File: src/rtl/usub_pkg.sv
package usub_pkg;

    // Sign decision taken from the end carry of the adder.
    typedef enum logic {
        SIGN_POS = 1'b0,
        SIGN_NEG = 1'b1
    } sign_e;

endpackage

File: src/rtl/usub_fulladd.sv
module usub_fulladd (
    input  logic a,
    input  logic b,
    input  logic ci,
    output logic s,
    output logic co
);

    logic half_s;
    logic half_c;
    logic top_c;

    // First half adder on the two operand bits.
    always_comb begin
        half_s = a ^ b;
        half_c = a & b;
    end

    // Second half adder adds the incoming carry; its carry is ORed with the first.
    always_comb begin
        s     = half_s ^ ci;
        top_c = half_s & ci;
        co    = half_c | top_c;
    end

endmodule

File: src/rtl/usub_ripple.sv
module usub_ripple #(
    parameter int WIDTH = 8
) (
    input  logic [WIDTH-1:0] a,
    input  logic [WIDTH-1:0] b,
    input  logic             ci,
    output logic [WIDTH-1:0] sum,
    output logic             co
);

    localparam int CHAIN = WIDTH + 1;

    logic [CHAIN-1:0] carry;

    assign carry[0] = ci;

    generate
        for (genvar i = 0; i < WIDTH; i++) begin : g_bit
            usub_fulladd u_fa (
                .a  (a[i]),
                .b  (b[i]),
                .ci (carry[i]),
                .s  (sum[i]),
                .co (carry[i+1])
            );
        end
    endgenerate

    assign co = carry[WIDTH];

    // The bit-level carry chain must agree with integer addition (R1 relies on the end carry).
    logic [WIDTH:0] ref_total;
    always_comb begin
        ref_total = {1'b0, a} + {1'b0, b} + {{WIDTH{1'b0}}, ci};
        p_chain_sum_r1: assert ({co, sum} == ref_total);
    end

endmodule

File: src/rtl/usub_cond_negate.sv
module usub_cond_negate #(
    parameter int WIDTH = 8
) (
    input  logic [WIDTH-1:0] x,
    input  logic             en,
    output logic [WIDTH-1:0] y
);

    // seen[i] is set when any bit below position i is 1.
    logic [WIDTH:0] seen;

    assign seen[0] = 1'b0;

    generate
        for (genvar i = 0; i < WIDTH; i++) begin : g_scan
            assign seen[i+1] = seen[i] | x[i];
            // Bits above the lowest 1 are inverted; the rest pass through.
            assign y[i] = x[i] ^ (en & seen[i]);
        end
    endgenerate

    logic [WIDTH-1:0] wrap_sum;
    always_comb begin
        wrap_sum = x + y;
        if (!en) begin
            p_pass_through_r2: assert (y == x);
        end
        if (en) begin
            p_negate_wraps_r3: assert (wrap_sum == '0);
        end
        if (x == '0) begin
            p_zero_kept_r4: assert (y == '0);
        end
    end

endmodule

File: src/rtl/usub_signmag.sv
module usub_signmag
    import usub_pkg::*;
#(
    parameter int WIDTH = 8
) (
    input  logic [WIDTH-1:0] op_m,
    input  logic [WIDTH-1:0] op_n,
    output logic [WIDTH-1:0] mag,
    output logic             neg
);

    localparam logic [WIDTH-1:0] ALL_ONES = '1;

    logic [WIDTH-1:0] n_inv;
    logic [WIDTH-1:0] raw_sum;
    logic             end_carry;
    sign_e            res_sign;
    logic             do_negate;

    // Ones' complement of the subtrahend; the +1 arrives as the adder carry-in.
    assign n_inv = ~op_n;

    usub_ripple #(
        .WIDTH (WIDTH)
    ) u_add (
        .a   (op_m),
        .b   (n_inv),
        .ci  (1'b1),
        .sum (raw_sum),
        .co  (end_carry)
    );

    // Sign decode from the end carry.
    always_comb begin
        res_sign  = end_carry ? SIGN_POS : SIGN_NEG;
        do_negate = 1'b0;
        unique case (res_sign)
            SIGN_POS: do_negate = 1'b0;
            SIGN_NEG: do_negate = 1'b1;
        endcase
    end

    usub_cond_negate #(
        .WIDTH (WIDTH)
    ) u_fix (
        .x  (raw_sum),
        .en (do_negate),
        .y  (mag)
    );

    assign neg = do_negate;

    always_comb begin
        p_sign_order_r1: assert (neg == (op_m < op_n));
        if (neg) begin
            p_no_neg_zero_r6: assert (mag != '0);
        end
        if (op_m == op_n) begin
            p_equal_zero_r4: assert (mag == '0 && !neg);
        end
        if (op_m == ALL_ONES && op_n == '0) begin
            p_top_extreme_r5: assert (mag == ALL_ONES && !neg);
        end
    end

endmodule

File: config.mk
export PLATFORM = sky130hd
export DESIGN_NAME = usub_signmag
export DESIGN_NICKNAME = d
export VERILOG_FILES = /design/src/rtl/usub_pkg.sv /design/src/rtl/usub_fulladd.sv /design/src/rtl/usub_ripple.sv /design/src/rtl/usub_cond_negate.sv /design/src/rtl/usub_signmag.sv
export SDC_FILE = /design/constraint.sdc
export NUM_CORES = 1
export LEC_CHECK = 0
export BUFFER_PORTS_ARGS = -buffer_cell sky130_fd_sc_hd__buf_4
export CORE_AREA = 5 5 42 44
export DETAILED_ROUTE_END_ITERATION = 8
export DIE_AREA = 0 0 47 49
export PLACE_DENSITY_LB_ADDON = 0.2
export SLEW_MARGIN = 20
export SYNTH_ARGS = -nofsm -noshare
export SYNTH_HDL_FRONTEND = slang
export SYNTH_SLANG_ARGS = --single-unit
File: constraint.sdc
create_clock -name vclk -period 5.4
set_input_delay 0.81 -clock vclk [all_inputs]
set_output_delay 0.81 -clock vclk [all_outputs]
set_load 0.02 [all_outputs]
Word-level counts from Yosys, hierarchy flattened
Cells that the tools add are included.
W data, S select, Z words.
{"block": "totals", "reg_bits": 0, "in_bits": 16, "out_inout_bits": 9, "elab_cells": 62}
{"block": "classes", "n_mux": 2, "bitwise_logic": 60}
{"operator": "$and A1 B1 Y1", "n": 22}
{"operator": "$xor A1 B1 Y1", "n": 22}
{"operator": "$or A1 B1 Y1", "n": 14}
{"operator": "$not A8 Y8", "n": 1}
{"operator": "$pmux W1 S2", "n": 1}
{"operator": "$mux W1", "n": 1}
{"operator": "$not A1 Y1", "n": 1}

Logic depth before layout (Yosys ltp)
Gate-level depths: netlist (run 1).
{"block": "depth", "word_depth": 21, "mapped_depth": 13, "depth_no_buf": 13}

Cells and area by module
From an unflattened synthesis (run 1), not the netlist that was laid out.
{"block": "hier_totals", "hier_cells": 34, "area_unflattened_um2": 326.6}
{"mod": "usub_fulladd", "instances": 8, "cells_per_inst": 1, "area_per_inst_um2": 20.0, "seq_area_each_um2": 0.0}
{"mod": "usub_cond_negate", "instances": 1, "cells_per_inst": 16, "area_per_inst_um2": 128.9, "seq_area_each_um2": 0.0}
{"mod": "usub_signmag", "instances": 1, "cells_per_inst": 10, "area_per_inst_um2": 37.5, "seq_area_each_um2": 0.0}

Worst setup path before layout (run 1)
OpenSTA, ideal clock, no wires.
{"block": "synth_timing", "path_kind": "input-to-output", "from": "input op_m[0]", "to": "output mag[1]", "required_time_ps": 4590, "arrival_time_ps": 4329, "path_buffers": 0, "path_stages": 13, "setup_slack_ps": 261, "cell_sequence": "inv_1 ha_1 fa_1 fa_1 fa_1 fa_1 fa_1 inv_1 fa_1 inv_1 fa_1 and2b_2 xnor2_1"}
{"block": "synth_via", "elab_chain_cells": 20, "elab_cells_between_ends": 23, "classes_between": "2 x mux; 21 x bitwise"}
{"item": "start, declared", "line_no": "usub_signmag.sv:6", "rtl": "input logic [WIDTH-1:0] op_m,"}
{"item": "$and A1 B1 Y1 / $xor A1 B1 Y1 (equally long branches)", "line_no": "usub_fulladd.sv:16, usub_fulladd.sv:15"}
{"item": "$or A1 B1 Y1 (*)", "line_no": "usub_fulladd.sv:23", "rtl": "co = half_c | top_c;"}
{"item": "$and A1 B1 Y1 (*)", "line_no": "usub_fulladd.sv:22", "rtl": "top_c = half_s & ci;"}
{"item": "$or A1 B1 Y1 (*)", "line_no": "usub_fulladd.sv:23"}
{"item": "$and A1 B1 Y1 (*)", "line_no": "usub_fulladd.sv:22"}
{"item": "$or A1 B1 Y1 (*)", "line_no": "usub_fulladd.sv:23"}
{"item": "$and A1 B1 Y1 (*)", "line_no": "usub_fulladd.sv:22"}
{"item": "$or A1 B1 Y1 (*)", "line_no": "usub_fulladd.sv:23"}
{"item": "(+5 left out)"}
{"item": "$or A1 B1 Y1 (*)", "line_no": "usub_fulladd.sv:23"}
{"item": "$and A1 B1 Y1 (*)", "line_no": "usub_fulladd.sv:22"}
{"item": "$or A1 B1 Y1 (*)", "line_no": "usub_fulladd.sv:23"}
{"item": "$mux W1", "line_no": "usub_signmag.sv:35", "rtl": "res_sign = end_carry ? SIGN_POS : SIGN_NEG;"}
{"item": "$pmux W1 S2 (*)", "line_no": "usub_signmag.sv:37", "rtl": "unique case (res_sign)"}
{"item": "net neg", "line_no": "usub_signmag.sv:9", "rtl": "output logic neg"}
{"item": "$and A1 B1 Y1 (*)", "line_no": "usub_cond_negate.sv:18", "rtl": "assign y[i] = x[i] ^ (en & seen[i]);"}
{"item": "$xor A1 B1 Y1 (*)", "line_no": "usub_cond_negate.sv:18"}
{"item": "end, declared", "line_no": "usub_signmag.sv:8", "rtl": "output logic [WIDTH-1:0] mag,"}
Mark *: on every way through the listed nets, which the timed path passes. The rest lies on a longest branch.

Final worst setup path (run 1)
{"block": "layout_timing", "from": "input op_m[0]", "to": "output mag[1]"}
{"block": "layout_via", "elab_chain_cells": 20, "elab_cells_between_ends": 23, "classes_between": "2 x mux; 21 x bitwise"}
{"item": "$and A1 B1 Y1 / $xor A1 B1 Y1 (equally long branches)", "line_no": "usub_fulladd.sv:16, usub_fulladd.sv:15"}
{"item": "$or A1 B1 Y1", "line_no": "usub_fulladd.sv:23"}
{"item": "$and A1 B1 Y1", "line_no": "usub_fulladd.sv:22"}
{"item": "$or A1 B1 Y1", "line_no": "usub_fulladd.sv:23"}
{"item": "$and A1 B1 Y1", "line_no": "usub_fulladd.sv:22"}
{"item": "$or A1 B1 Y1", "line_no": "usub_fulladd.sv:23"}
{"item": "$and A1 B1 Y1", "line_no": "usub_fulladd.sv:22"}
{"item": "$or A1 B1 Y1", "line_no": "usub_fulladd.sv:23"}
{"item": "(+4 left out)"}
{"item": "$and A1 B1 Y1", "line_no": "usub_fulladd.sv:22"}
{"item": "$or A1 B1 Y1", "line_no": "usub_fulladd.sv:23"}
{"item": "$and A1 B1 Y1", "line_no": "usub_fulladd.sv:22"}
{"item": "$or A1 B1 Y1", "line_no": "usub_fulladd.sv:23"}
{"item": "$mux W1", "line_no": "usub_signmag.sv:35"}
{"item": "$pmux W1 S2", "line_no": "usub_signmag.sv:37"}
{"item": "$and A1 B1 Y1", "line_no": "usub_cond_negate.sv:18"}
{"item": "$xor A1 B1 Y1 (*)", "line_no": "usub_cond_negate.sv:18"}
Mark *: on every way between the ends. The rest lies on a longest branch, timed or not.

==> impl_metrics.toml, run 1 <==
[synth]
synth_area_leaders = "fa_1 42%, inv_1 13%, xor2_1 10%, xnor2_1 7.9%, nand2_1 5.6%"
synth_top_area_share_pct = 41.9
syn_area_per_cell_um2 = 8.57
synth_fa_ha_area_share_pct = 45.7
synth-simple-area-share_pct = 13.5
ys_seq_area_share_pct = 0
synth_compound_area_share_pct = 6.74
yosys_warnings = 0
synth_xor_area_share_pct = 18.4
ys_types = 12
synth_area_leader_cell = "fa_1"
muxShareOfSynthArea_pct = 0
synth_fp_nets = 63
netlist_area_um2 = 334
synth_top_family_by_area = "adder cells"
syn_inst = 39

[place]
dp_hpwl_um = 665
portBuffers = 25
globalplace.congestion = 0.638

[sta]
timing.hold.ws_ns = 2.08
report.final.slew_viol_count = 0
grt_setup_unrepaired = "no"
fin_crit_sh_pct = 95.6
hold_viol_final = 0
setup_tns_ns = 0
finalCriticalPeriod_ns = 5.16
finalSetupViolCount = 0
clock.fmax_ghz = 0.194
relSlewSlack_pct = 82.9
tightest_slew_ns = 0.256

[global_routing]
grt.total_usage_pct = 6.79
grt-ovfl-total = 0
grt_max_degree = 9
grt_first_pass_wirelength_um = 1280
antenna_found_initial = 0
grt_pass1_vias = 326

[route]
routed_wl_um = 687
dr_total_vias = 307
dr.pass1.iters = 2
first_iter_violations = 1
antenna_left = 0
viasPerCell = 3.89
post-route-drc-count = 0
avgRoutedWirePerCell_um = 8.70

[floorplanning]
dieHeight_um = 49
core_um2 = 1400
die_w_um = 47
die_area_um2 = 2300
io_pins = 25
rows = 14
initial_core_util_pct = 23.8

[job]
cap_violations = 0

[pwr]
p_sw_w = 0.0000568
irDropWorstVdd_v = 0.0000564
switching_share_pct = 53.0
power.internal_w = 0.0000504
power_leakage_nw = 0.297
sequentialPowerShare_pct = 0
p_per_area_nw_per_um2 = 201
power_frac_comb_pct = 100.0
pwr-share-clk_pct = 0

[min_path]
hp-class = "in -> out"

[finish]
n_clock_buffer = 0
seq_area_um2 = 0
seq_cells = 0
layout-drive-gt1-share_pct = 44.4
final_util_pct = 38.1
syn_to_final_growth_pct = 59.9
nets = 89
fill_cells = 161
insertedDiodeCount = 0

[setup_path]
startpoint_type = "primary input"
arrival_ns = 4.35
required_ns = 4.59
crit_type = "in -> out"
setup.worst_path.end_class = "primary output"
worstPathMaxFanout = 8

[status]
outcome = "finished clean"

[clock_tree]
ctsHoldBuffers = 0
cts_setup_buffers = 0
cts_resized = 0
## metal layers
layer	routed length [µm]	part of all wire (%)	up-vias	track usage (%)
met5	0	0	-	0
met2	390	57	8	12.2
met3	22	3.2	0	0
met1	274	40	137	9.38
li1	-	-	162	-
met4	0	0	0	0
## kinds of logic after synthesis
| kind of cell | Yosys count |
|---|---|
| AND/OR/NAND/NOR | 8 |
| AO/OA/AOI/OAI | 3 |
| buffers and inverters | 13 |
| XOR/XNOR | 7 |
| adder cells (fa/ha/maj) | 8 |
## cell usage after synthesis
cell,instances
fa_1,7
o31ai_2,1
nand2_1,5
ha_1,1
nand4_2,1
buf_4,1
xnor2_1,3
xor2_1,4
nand3_1,1
and2b_2,1
o21ai_0,2
inv_1,12
## area by class of cell
| cell class | count | area (µm²) | area share [%] |
|---|---|---|---|
| repair buffers | 25 | 188 | 35.1 |
| well taps | 16 | 20.0 | 3.75 |
| inverters | 12 | 45.0 | 8.43 |
| multi-input cells | 26 | 282 | 52.7 |
## through the flow
stage                     power (W)  setup WS [ns]  instance area, µm²  instances
after floorplan           0.0000664          0.261                 334         39
after global placement     0.000108          0.249                 534         79
after detailed placement   0.000109          0.201                 534         79
after CTS                  0.000109          0.202                 534         79
after global routing       0.000118         0.0443                 534         79
final                      0.000107          0.237                 534         79
## worst paths after layout
| path | startpoint | endpoint | depth (start not counted) |
|---|---|---|---|
| max | op_m[0] | mag[1] | 15 |
| min | op_n[7] | mag[7] | 4 |
## worst max-delay path, cell delays in order
cell and delay [ns]:
buf_4 0.07, inv_1 0.03, ha_1 0.20, fa_1 0.39, fa_1 0.39, fa_1 0.39, fa_1 0.39, fa_1 0.37
inv_1 0.07, fa_1 0.17, inv_1 0.05, fa_1 0.49, and2b_2 0.25, xnor2_1 0.13, buf_4 0.16
## power by group through the flow
stage | logic, W | clock network (W) | registers, W
3_5_place_dp | 0.000109 | 0 | 0
5_1_grt | 0.000118 | 0 | 0
3_3_place_gp | 0.000108 | 0 | 0
4_1_cts | 0.000109 | 0 | 0
6_report | 0.000107 | 0 | 0
2_1_floorplan | 0.0000664 | 0 | 0
## cell usage in the layout (no fill, tap or decap), types with 2 or more instances in the layout
cell,netlist,routed
inv_1,12,12
fa_1,7,7
xnor2_1,3,3
buf_4,1,25
xor2_1,4,4
o21ai_0,2,2
nand2_1,5,5
(Power assumes the default switching activity.)
==> run 2, diff against run 1 <==
--- a/config.mk
+++ b/config.mk
@@ -9,7 +9,7 @@
 export CORE_AREA = 5 5 42 44
 export DETAILED_ROUTE_END_ITERATION = 8
 export DIE_AREA = 0 0 47 49
-export PLACE_DENSITY_LB_ADDON = 0.2
+export PLACE_DENSITY_LB_ADDON = 0.12
 export SLEW_MARGIN = 20
 export SYNTH_ARGS = -nofsm -noshare
 export SYNTH_HDL_FRONTEND = slang
==> impl_metrics.toml, run 2 (synthesized netlist as in run 1, its figures left out) <==
[global_routing]
grt.total_usage_pct = 6.01
grt_max_degree = 9
grt_pass1_vias = 296
antenna_found_initial = 0
grt-ovfl-total = 0
grt_first_pass_wirelength_um = 1110

[job]
cap_violations = 0

[route]
viasPerCell = 3.92
routed_wl_um = 663
post-route-drc-count = 0
antenna_left = 0
first_iter_violations = 0
dr_total_vias = 310
dr.pass1.iters = 1
avgRoutedWirePerCell_um = 8.39

[finish]
final_cell_mix = "25 x buf_4, 12 x inv_1, 7 x fa_1, 5 x nand2_1, 4 x xor2_1"
fin_area_um2 = 534
insertedDiodeCount = 0
fill_cells = 166
seq_area_um2 = 0
seq_cells = 0
layout-drive-gt1-share_pct = 44.4
final_cells = 79
n_clock_buffer = 0
syn_to_final_growth_pct = 59.9
layout_commonest_cell = "buf_4"
final_util_pct = 38.1
nets = 89

[sta]
relSlewSlack_pct = 82.9
finalCriticalPeriod_ns = 5.14
clock.fmax_ghz = 0.195
fin_crit_sh_pct = 95.1
grt_setup_unrepaired = "no"
report.final.slew_viol_count = 0
tightest_slew_ns = 0.256
setup_tns_ns = 0
finalSetupViolCount = 0
hold_viol_final = 0

[floorplanning]
dieHeight_um = 49
core_um2 = 1400
die_area_um2 = 2300
initial_core_util_pct = 23.8
rows = 14
die_w_um = 47
io_pins = 25

[pwr]
p_per_area_nw_per_um2 = 199
power_leakage_nw = 0.297
irDropWorstVdd_v = 0.0000560

[setup_path]
setup.worst_path.end_class = "primary output"
startpoint = "op_m[0]"
arrival_ns = 4.33
crit_type = "in -> out"
startpoint_type = "primary input"
required_ns = 4.59
worstPathMaxFanout = 8

[min_path]
min_to = "mag[7]"
hp-class = "in -> out"
min-delay-start = "op_n[7]"
holdPathStages = 4

[status]
outcome = "finished clean"

[place]
detailed_place.area_um2 = 534
globalplace.congestion = 0.637
place_inst = 79
dp_hpwl_um = 656
portBuffers = 25

[clock_tree]
ctsHoldBuffers = 0
cts_setup_buffers = 0
cts_resized = 0
run 2: power by group:
part	switching [W]	internal [W]	leakage, nW
Clock	0	0	0
Sequential	0	0	0
Combinational	0.0000562	0.0000503	0.297
run 2: stage by stage:
step	setup slack, ns	hold WS [ns]	power [W]
final	0.262	2.09	0.000107
after global routing	0.0465	2.13	0.000117
after CTS	0.231	2.09	0.000109
after detailed placement	0.238	2.09	0.000109
after global placement	0.243	2.08	0.000108
after floorplan	0.261	1.92	0.0000664
run 2: worst max path at each step:
stage,end,slack [ns]
floorplan,mag[1],0.26
global placement,mag[1],0.24
detailed placement,mag[1],0.24
CTS,mag[1],0.23
global route,mag[1],0.05
finish,mag[1],0.26
run 2: worst max-delay path, cell delays in order:
cell	delay [ns]
buf_4	0.08
inv_1	0.03
ha_1	0.19
fa_1	0.37
fa_1	0.39
fa_1	0.39
fa_1	0.39
fa_1	0.36
inv_1	0.07
fa_1	0.17
inv_1	0.05
fa_1	0.49
and2b_2	0.25
xnor2_1	0.12
buf_4	0.16
run 2: cell type report:
| class | count | area [µm²] | share of cell area (%) |
|---|---|---|---|
| multi-input combinational | 26 | 282 | 52.7 |
| tap | 16 | 20.0 | 3.75 |
| inverter | 12 | 45.0 | 8.43 |
| timing repair buffer | 25 | 188 | 35.1 |
run 2: routing by layer:
layer	wire (µm)	vias up	global-route usage, %	share of wire, %
met5	0	-	0	0
li1	-	160	-	-
met2	354	9	10.4	53
met3	31	0	0	4.7
met1	277	141	8.69	42
met4	0	0	0	0
